<file path="config.mk">
export PLATFORM = sky130hd
export DESIGN_NAME = fault_sweep
export DESIGN_NICKNAME = d
export VERILOG_FILES = /design/src/rtl/fault_sweep.sv
export SDC_FILE = /design/constraint.sdc
export NUM_CORES = 1
export LEC_CHECK = 0
export ABC_AREA = 1
export BUFFER_PORTS_ARGS = -buffer_cell sky130_fd_sc_hd__buf_4
export CAP_MARGIN = 0
export CORE_UTILIZATION = 49
export DETAILED_ROUTE_END_ITERATION = 8
export GPL_TIMING_DRIVEN = 1
export PLACE_DENSITY_LB_ADDON = 0.2
export SLEW_MARGIN = 20
export SYNTH_ARGS = -nofsm -noshare
export SYNTH_HDL_FRONTEND = slang
export SYNTH_SLANG_ARGS = --single-unit
</file>
<file path="constraint.sdc">
create_clock -name clk -period 2 [get_ports clk]
set_input_delay 0.2 -clock clk [delete_from_list [all_inputs] [get_ports clk]]
set_output_delay 0.2 -clock clk [all_outputs]
set_load 0.02 [all_outputs]
</file>
<file path="src/rtl/fault_sweep.sv">
module fault_sweep (
  input  logic       clk,
  input  logic       rst_n,
  input  logic       start,
  input  logic [4:0] fault_sel,
  output logic [7:0] mask,
  output logic [2:0] first_vec,
  output logic       first_ok,
  output logic       done
);

  logic [4:0] code_q;
  logic [2:0] idx;
  logic       busy;

  logic [4:0] code_m1;
  logic       is_stuck, sv, br_and, br_or;
  logic [7:0] hit;
  logic       x1, x2, x3, g_z;
  logic       f_x1, f_x2, f_x3, f_br1, f_br2, fa0, fb0, fa, fb, f_z;

  assign code_m1  = code_q - 5'd1;
  assign is_stuck = (code_q >= 5'd1) && (code_q <= 5'd16);
  assign sv       = code_m1[0];
  assign hit      = is_stuck ? (8'b1 << code_m1[3:1]) : 8'b0;
  assign br_and   = (code_q == 5'd17);
  assign br_or    = (code_q == 5'd18);

  assign {x1, x2, x3} = idx;
  assign g_z = (x1 & x2) | (x2 & x3);

  assign f_x1  = hit[0] ? sv : x1;
  assign f_x2  = hit[1] ? sv : x2;
  assign f_x3  = hit[2] ? sv : x3;
  assign f_br1 = hit[3] ? sv : f_x2;
  assign f_br2 = hit[4] ? sv : f_x2;
  assign fa0   = hit[5] ? sv : (f_x1 & f_br1);
  assign fb0   = hit[6] ? sv : (f_br2 & f_x3);
  assign fa    = br_and ? (fa0 & fb0) : br_or ? (fa0 | fb0) : fa0;
  assign fb    = br_and ? (fa0 & fb0) : br_or ? (fa0 | fb0) : fb0;
  assign f_z   = hit[7] ? sv : (fa | fb);

  always_ff @(posedge clk or negedge rst_n) begin
    if (!rst_n) begin
      code_q <= '0;
      idx    <= '0;
      busy   <= 1'b0;
      mask   <= '0;
      done   <= 1'b0;
    end else begin
      done <= 1'b0;
      if (busy) begin
        mask[idx] <= g_z ^ f_z;
        idx       <= idx + 3'd1;
        if (idx == 3'd7) begin
          busy <= 1'b0;
          done <= 1'b1;
        end
      end else if (start) begin
        code_q <= fault_sel;
        idx    <= '0;
        mask   <= '0;
        busy   <= 1'b1;
      end
    end
  end

  always_comb begin
    first_vec = '0;
    for (int i = 7; i >= 0; i--)
      if (mask[i]) first_vec = 3'(i);
  end
  assign first_ok = |mask;

  assert_done_single_R6: assert property (@(posedge clk) disable iff (!rst_n)
    done |=> !done);
  assert_done_after_sweep_R6: assert property (@(posedge clk) disable iff (!rst_n)
    $rose(done) |-> ($past(busy) && !busy));
  assert_nofault_clean_R2: assert property (@(posedge clk) disable iff (!rst_n)
    (done && (code_q == 5'd0)) |-> (mask == 8'd0));
  assert_start_ignored_R8: assert property (@(posedge clk) disable iff (!rst_n)
    (busy && start) |=> $stable(code_q));
  assert_mask_held_R7: assert property (@(posedge clk) disable iff (!rst_n)
    (!busy && !start) |=> $stable(mask));
  assert_first_points_R9: assert property (@(posedge clk) disable iff (!rst_n)
    first_ok |-> mask[first_vec]);

endmodule

</file>
==> impl_metrics.json, run 1 <==
{
  "dieHeight_um": 51.5,
  "drc": 0,
  "fin_ws_ps": -78.0,
  "row_count": 17,
  "syn_avg_cell_area_um2": 6.91,
  "via_per_inst": 5.07,
  "grt-ovfl-total": 0,
  "synth_cell_types": 22,
  "clk-insertion-delay-late_ps": 290,
  "wl_um": 2810,
  "cts_buffer_depth": 2,
  "setup_violations": 7,
  "io_buffers": 20,
  "drtAntennaViolNets": 0,
  "crit_fanout": 6,
  "relSlewSlack": 0.780,
  "wl_per_cell_um": 12.0,
  "path_buf_inv": 3,
  "antenna_found_initial": 0,
  "crit_path_cell_trace": "buf_6 > buf_6 > nor2_4 > nand2_2 > nand2_2 > nand2_4 > nor2_4 > buf_4 > nand3_4 > nand3_1 > nand3_1 > nand2_1 > nand2_1 > nand2_2 > nand3_4 > nand3_1 > nand2_1",
  "track_usage": 0.236,
  "synth_area_um2": 1200,
  "clkTransAtPathRegs_ps": 110,
  "htreeDepth": 1,
  "grt_pass1_wl_um": 4660,
  "worst_pin_slew_ps": 327,
  "drt_iter0_drc": 34,
  "die_w_um": 51.5,
  "coreArea_um2": 2250,
  "dr.pass1.iters": 4,
  "cp.required_ps": 2190,
  "final_hold_viol_count": 0,
  "drive_gt1_frac": 0.306,
  "slowest_stage": "dfrtp_1",
  "fin_util": 0.704,
  "grt_max_degree": 19,
  "synth_top_area_share": 0.375,
  "yosys-top-cells-area": "dfrtp_1 37%, nand2_1 15%, nor2_1 8.7%",
  "fin_cells": 234,
  "start_util": 0.533,
  "synthCells": 174,
  "synth_nets": 186,
  "critPathLaunchType": "register",
  "num_vias": 1186,
  "die_area_um2": 2660,
  "num_io_pins": 21,
  "slew_violations": 0,
  "gp_congestion": 0.914,
  "cts_made_buffers": 3,
  "yosys_warnings": 0,
  "fmax_mhz": 481,
  "min_path_type": "in2reg",
  "nets": 219,
  "critPathArrivalTime_ps": 2270,
  "rsz0062_at_grt": "yes",
  "tns_ps": -386,
  "cts_tree": "done",
  "status": "finished with violations",
  "ys_seq_elements": 18,
  "maxCapViolations": 0,
  "min_period_ps": 2080,
  "fin_skew_ps": 0.890,
  "crit_family": "simple AND/OR/NAND/NOR gates",
  "synthToLayoutAreaGrowth_pct": 32.0,
  "dp_hpwl_um": 2030,
  "yosysTopAreaCell": "dfrtp_1",
  "critical_path.max_stage_delay_ps": 410,
  "yosysSeqAreaShare": 0.375,
  "period_share": 1.04,
  "num_antenna_cells": 0,
  "post-place-cells": 226,
  "path_class": "reg2reg",
  "ctsRootBufferMaster": "clkbuf_4",
  "violations": "negative setup slack",
  "grt_pass1_vias": 1087,
  "clock_sinks": 18,
  "cp-end-kind": "register"
}
path summary, 6_finish.rpt:
check	slack [ps]	cells after the start	end	startpoint
max reg2reg	-80	17	mask[3]	code_q[0]
max	-80	17	mask[3]	code_q[0]
min in group asynchronous	300	2	mask[0]	rst_n
max in group asynchronous	1510	2	code_q[2]	rst_n
min reg2reg	570	2	mask[2]	mask[2]
min	100	3	code_q[3]	fault_sel[3]
metrics by stage:
stage	setup slack (ps)	hold WS, ps	instance area (um2)
finish	-78.0	102	1590
global route	-256	97.1	1590
CTS	-10.6	95.8	1560
detailed placement	-92.3	84.8	1420
global placement	7.10	78.8	1420
floorplan	68.8	-95.6	1200
cell type report:
type / instances / area [um2]
multi-input cells: 129 / 741
fillers: 195 / 667
flip-flops and latches: 18 / 450
repair buffers: 29 / 228
inverters: 26 / 97.6
clock buffers: 4 / 36.3
well taps: 28 / 35.0
cells in the final DEF (no fill, tap or decap), types with 2 or more instances in the layout:
| cell type | n |
|---|---|
| inv_1 | 24 |
| nand3_2 | 4 |
| nand3_4 | 2 |
| ha_1 | 2 |
| nand2_4 | 5 |
| buf_4 | 26 |
| dfrtp_1 | 18 |
| nor2_1 | 28 |
| nand2_1 | 39 |
| clkbuf_4 | 3 |
| buf_6 | 2 |
| o31ai_1 | 2 |
| nand2_2 | 11 |
| nor4_1 | 2 |
| a21oi_1 | 4 |
| nand3_1 | 8 |
| nor3_1 | 2 |
| inv_2 | 2 |
| nor2_4 | 3 |
| o21ai_0 | 9 |
logic make-up (layout without fill, tap and decap cells):
group / after synthesis / count (layout) / synth area share
adder cells (fa/ha/maj): 4 / 4 / 0.0416
flip-flops: 18 / 18 / 0.375
AND/OR/NAND/NOR: 107 / 107 / 0.413
AO/OA/AOI/OAI: 18 / 18 / 0.0864
buffers and inverters: 27 / 59 / 0.0843
flip-flops by register name, summed over array words and instances, names as in the netlist:
register / cells
idx: 3
mask: 8
busy: 1
done: 1
code_q: 5
what timing repair did:
item                                    in CTS  in global routing
resized for setup                           18                  7
hold buffers                                 1                  0
setup buffers                                3                  0
endpoints found under the setup margin       8                  8
endpoints found under the hold margin       18                  0
pin swaps                                    6                  1
worst reg2reg max path: cells and delay by family (launching register included):
kind | cells | cell delay, ps
buffers and inverters | 3 | 370
flip-flops | 1 | 410
AND/OR/NAND/NOR | 14 | 1190
cells in the mapped netlist:
cell type,count
a211oi_1,1
a21oi_1,4
a21oi_2,1
clkbuf_1,1
dfrtp_1,18
ha_1,4
inv_1,26
nand2_1,47
nand2_2,4
nand2_4,4
nand3_1,13
nand3_2,1
nand3b_1,1
nand4_1,1
nor2_1,28
nor2_2,1
nor2_4,2
nor3_1,3
nor4_1,2
o21ai_0,9
o21bai_1,1
o31ai_1,2
routing by layer:
metal,vias to the layer above,GRT usage,part of all wire
li1,611,-,-
met1,548,0.278,0.42
met2,25,0.426,0.54
met3,2,0.0497,0.033
met4,0,0.0721,0.0050
met5,-,0,0
Power of run 1 is not shown: default switching activity piles up to over one toggle a cycle in this logic, so the estimate is an artifact.
==> inputs of run 2 (changes only) <==
Settings changed: ABC_AREA 1 to unset, CORE_UTILIZATION 49 to 50.
==> run 2 against run 1 <==
  * The flow still finishes with violations (negative setup slack)
  * Critical path depth is 7 lower
  * Synthesized cell count shrank 17%
  * Fmax is 19% lower
  * Final cell count is 5.6% lower
  * Wire length is 25% higher
  * Global-route usage is 4.3 points higher
  * Setup slack lost 480 ps
  * Core utilization rose by 4.4 points
  * Critical path type unchanged
  * Critical endpoint is now mask[4]
==> impl_metrics.json, run 2 <==
{
  "period_share": 1.28,
  "crit_family": "simple AND/OR/NAND/NOR gates",
  "fmax_mhz": 391,
  "row_count": 18,
  "min_period_ps": 2560,
  "dp_slack_ps": -531,
  "wl_per_cell_um": 16.0,
  "ys_seq_elements": 18,
  "design_area_um2": 1850,
  "nets": 204,
  "clock_sinks": 18,
  "worst_pin_slew_ps": 511,
  "drc": 0,
  "num_vias": 1315,
  "track_usage": 0.279,
  "rsz0062_at_grt": "yes",
  "synth-async-reset-ratio": 1.00,
  "dieHeight_um": 53.1,
  "grt_pass1_vias": 1231,
  "post-place-cells": 213,
  "wl_um": 3530,
  "die_area_um2": 2820,
  "setup_violations": 8,
  "status": "finished with violations",
  "dr.pass1.iters": 4,
  "num_antenna_cells": 0,
  "final_common_cell": "buf_4",
  "registers.top_by_ff_count": "mask",
  "fin_cells": 221,
  "yosys_warnings": 0,
  "critical_path.max_stage_delay_ps": 510,
  "cp-end-kind": "register",
  "drive_gt1_frac": 0.450,
  "antenna_found_initial": 0,
  "synthToLayoutAreaGrowth_pct": 41.8,
  "largest_reg_flops": 8,
  "grt_max_degree": 19,
  "fin_ws_ps": -559,
  "die_w_um": 53.1,
  "critPathLaunchType": "register",
  "drt_iter0_drc": 29,
  "fin_util": 0.748,
  "synth_area_um2": 1310,
  "yosysSeqAreaShare": 0.344,
  "htreeDepth": 1,
  "yosysMostFrequentCell": "dfrtp_1",
  "synth_flop_cell": "dfrtp_1",
  "critPathArrivalTime_ps": 2750,
  "ys_top_cells_by_count": "18 x dfrtp_1, 13 x nand2_1, 13 x nor2_1",
  "cts_made_buffers": 3,
  "cts_tree": "done",
  "start_util": 0.528,
  "path_class": "reg2reg",
  "synth_top_area_share": 0.344,
  "synth_nets": 157,
  "grt-ovfl-total": 0,
  "min_path_type": "in2reg",
  "cp.required_ps": 2190,
  "yosys-top-cells-area": "dfrtp_1 34%, mux2_2 4.3%, ha_1 3.8%",
  "num_io_pins": 21,
  "relSlewSlack": 0.659,
  "crit_path_cell_trace": "inv_2 > ha_4 > or3b_4 > a22oi_4 > buf_6 > nand2b_4 > or4_4 > o21a_4 > a21oi_4 > o22ai_1",
  "largestRegisters": "mask x8, code_q x5, idx x3",
  "io_buffers": 20,
  "grt_pass1_wl_um": 5500,
  "clk-insertion-delay-late_ps": 310,
  "via_per_inst": 5.95,
  "coreArea_um2": 2480,
  "dp_hpwl_um": 2600,
  "slew_violations": 0,
  "clkTransAtPathRegs_ps": 120,
  "cts_buffer_depth": 2,
  "gp_congestion": 0.918,
  "violations": "negative setup slack",
  "placed_area_um2": 1750,
  "synth_cell_types": 52,
  "synthCells": 145,
  "synth_edf_count": 0,
  "syn_avg_cell_area_um2": 9.02,
  "slowest_stage": "or4_4",
  "ctsRootBufferMaster": "clkbuf_4",
  "layout_common_cells": "47 x buf_4, 18 x dfrtp_1, 13 x nand2_1, 13 x nor2_1, 8 x nand3_1",
  "drtAntennaViolNets": 0,
  "final_hold_viol_count": 0,
  "fin_skew_ps": 14.7,
  "yosysTopAreaCell": "dfrtp_1",
  "path_buf_inv": 2,
  "maxCapViolations": 0,
  "crit_fanout": 4
}
run 2: cell count changes after synthesis, moves of 4 or more:
cell	delta
nand2_1	-34
inv_1	-23
nor2_1	-15
nand2b_1	+6
mux2_2	+5
nand3_1	-5
o21ai_0	-5
nand2_4	-4
nor2b_1	+4
o22ai_1	+4
o31ai_1	+4
run 2: cells by family (layout without fill, tap and decap cells):
logic type,Yosys count,in the layout,share of synthesized area
muxes,6,6,0.0507
DFF,18,18,0.344
and+or+nand+nor,66,66,0.272
buffers and inverters,10,56,0.0383
xor gates and xnor gates,2,2,0.0134
adders and majority gates,4,4,0.0383
AOI/OAI and AO/OA,39,39,0.243
run 2: area by class of cell:
cell class | instances | area [um2]
multi-input cells | 117 | 945
fillers | 182 | 623
flip-flops and latches | 18 | 450
repair buffers | 49 | 374
well taps | 30 | 37.5
clock buffers | 4 | 36.3
inverters | 3 | 11.3
run 2: metrics by stage:
step | TNS, ps | hold slack [ps]
finish | -4130 | 107
detailed placement | -3920 | 84.2
floorplan | -3830 | -95.6
global route | -4790 | 113
CTS | -4290 | 111
global placement | -3530 | 76.6
run 2: worst paths after layout:
check	start	to	slack (ps)	cells after the start
setup / recovery	code_q[0]	mask[4]	-560	10
hold / removal	fault_sel[0]	code_q[0]	110	2
setup reg to reg	code_q[0]	mask[4]	-560	10
hold reg to reg	mask[7]	mask[7]	590	2
max in group asynchronous	rst_n	code_q[4]	1500	2
min in group asynchronous	rst_n	mask[2]	280	2
run 2: per-layer routing:
metal | global-route usage | vias to the layer above | wire length, um | share of wire
li1 | - | 636 | - | -
met1 | 0.317 | 633 | 1480 | 0.42
met2 | 0.508 | 39 | 1860 | 0.53
met3 | 0.0402 | 7 | 132 | 0.037
met4 | 0.123 | 0 | 54 | 0.015
met5 | 0 | - | 0 | 0
run 2: what timing repair did:
action,CTS,global route
endpoints found under the setup margin,8,8
pin swaps,5,4
buffers inserted,3,0
gates resized for setup,4,4
hold endpoints to repair,18,0
hold buffers,1,0
Power of run 2 is left out for the same reason.
==> inputs of run 3 (changes only) <==
Settings changed: CORE_MARGIN set to 2.
==> run 3 against run 2 <==
  * The run still ends with negative setup slack left
  * Final area shrank 1.6%
  * Worst hold slack better by 35 ps
  * Setup slack better by 43 ps
  * Critical path type unchanged
  * Final cell count fell by 0.90%
  * Global-route usage decreased by 3.8 points
  * Fmax increased by 1.7%
  * Sequential share of layout area grew 0.38 points
==> impl_metrics.json, run 3 (synthesis results as in run 2) <==
{
  "crit_path_end": "mask[3]",
  "crit_cells": 9,
  "clk-insertion-delay-late_ps": 290,
  "num_antenna_cells": 0,
  "largestRegisters": "mask x8, code_q x5, idx x3",
  "crit_family": "compound AO/OA/AOI/OAI gates",
  "tns_ps": -3670,
  "setup_violations": 8,
  "drc": 0,
  "dieHeight_um": 55.1,
  "rsz0062_at_grt": "yes",
  "reg2reg_depth": 9,
  "timing.rr.end": "mask[3]",
  "slowest_stage": "dfrtp_1",
  "placed_area_um2": 1750,
  "num_io_pins": 21,
  "min_path_type": "in2reg",
  "drt_iter0_drc": 42,
  "crit_path_cell_trace": "inv_2 > ha_4 > or3b_4 > a22oi_4 > a31oi_4 > a2111o_1 > o21ai_4 > a21oi_2 > a32o_1",
  "clock_sinks": 18,
  "grt_pass1_vias": 1226,
  "final_common_cell": "buf_4",
  "num_vias": 1299,
  "dp_hpwl_um": 2520,
  "status": "finished with violations",
  "ctsRootBufferMaster": "clkbuf_4",
  "wl_um": 3210,
  "fin_skew_ps": 7.92,
  "r2r-start": "code_q[0]",
  "grt-ovfl-total": 0,
  "fin_ws_ps": -516,
  "wl_per_cell_um": 14.6,
  "nFillCells": 189,
  "worst_pin_slew_ps": 539,
  "start_util": 0.528,
  "coreArea_um2": 2480,
  "drive_gt1_frac": 0.439,
  "critical_path.max_stage_delay_ps": 430,
  "slew_violations": 0,
  "violations": "negative setup slack",
  "cts_buffer_depth": 2,
  "rrSetupSlack_ps": -520,
  "dr.pass1.iters": 4,
  "drtAntennaViolNets": 0,
  "path_buf_inv": 1,
  "track_usage": 0.241,
  "clkTransAtPathRegs_ps": 100,
  "cp.required_ps": 2180,
  "grt_max_degree": 19,
  "synthToLayoutAreaGrowth_pct": 39.6,
  "final_hold_viol_count": 0,
  "cts_tree": "done",
  "grt_pass1_wl_um": 5240,
  "crit_fanout": 6,
  "critPathArrivalTime_ps": 2700,
  "htreeDepth": 1,
  "io_buffers": 20,
  "gp_congestion": 0.859,
  "die_w_um": 55.1,
  "holdPathStages": 2,
  "relSlewSlack": 0.641,
  "maxCapViolations": 0,
  "min_period_ps": 2520,
  "cts_made_buffers": 3,
  "die_area_um2": 3040,
  "cp-end-kind": "register",
  "largest_reg_flops": 8,
  "period_share": 1.26,
  "registers.top_by_ff_count": "mask",
  "startpoint": "code_q[0]",
  "design_area_um2": 1830,
  "fmax_mhz": 397,
  "row_count": 18,
  "antenna_found_initial": 0,
  "fin_util": 0.737,
  "path_class": "reg2reg",
  "layout_common_cells": "46 x buf_4, 18 x dfrtp_1, 13 x nor2_1",
  "via_per_inst": 5.93,
  "critPathLaunchType": "register",
  "nets": 202
}
==> run 3: stage by stage <==
step | setup WS, ps | hold WS (ps) | cells
final | -516 | 142 | 219
after global routing | -641 | 124 | 219
after CTS | -542 | 134 | 219
after detailed placement | -536 | 78.1 | 213
after global placement | -465 | 78.3 | 213
after floorplan | -506 | -95.6 | 145
==> run 3: layer usage <==
layer,GRT usage,vias to the layer above,share of wire
met5,0,-,0
met4,0.0610,0,0.0066
met3,0.0484,4,0.038
met2,0.462,36,0.55
met1,0.266,628,0.40
li1,-,631,-
==> run 3: area by class of cell <==
type / count / area [um2] / area share
well taps: 30 / 37.5 / 0.0206
repair buffers: 47 / 355 / 0.195
inverters: 3 / 11.3 / 0.00617
flip-flops and latches: 18 / 450 / 0.247
clock buffers: 4 / 36.3 / 0.0199
multi-input cells: 117 / 935 / 0.512
==> run 3: worst min path at each step <==
stage / startpoint / end
2_1_floorplan: rst_n / busy
3_3_place_gp: rst_n / mask[2]
3_5_place_dp: rst_n / mask[0]
4_1_cts: fault_sel[3] / code_q[3]
5_1_grt: fault_sel[1] / code_q[1]
6_report: fault_sel[3] / code_q[3]
==> run 3: repair_timing <==
item | 4_1_cts | 5_1_grt
buffers inserted | 1 | 0
endpoints found under the hold margin | 18 | 0
gates resized for setup | 3 | 3
setup endpoints to repair | 8 | 8
hold buffers | 1 | 0
pin swaps | 6 | 2
Power of run 3 is left out for the same reason.
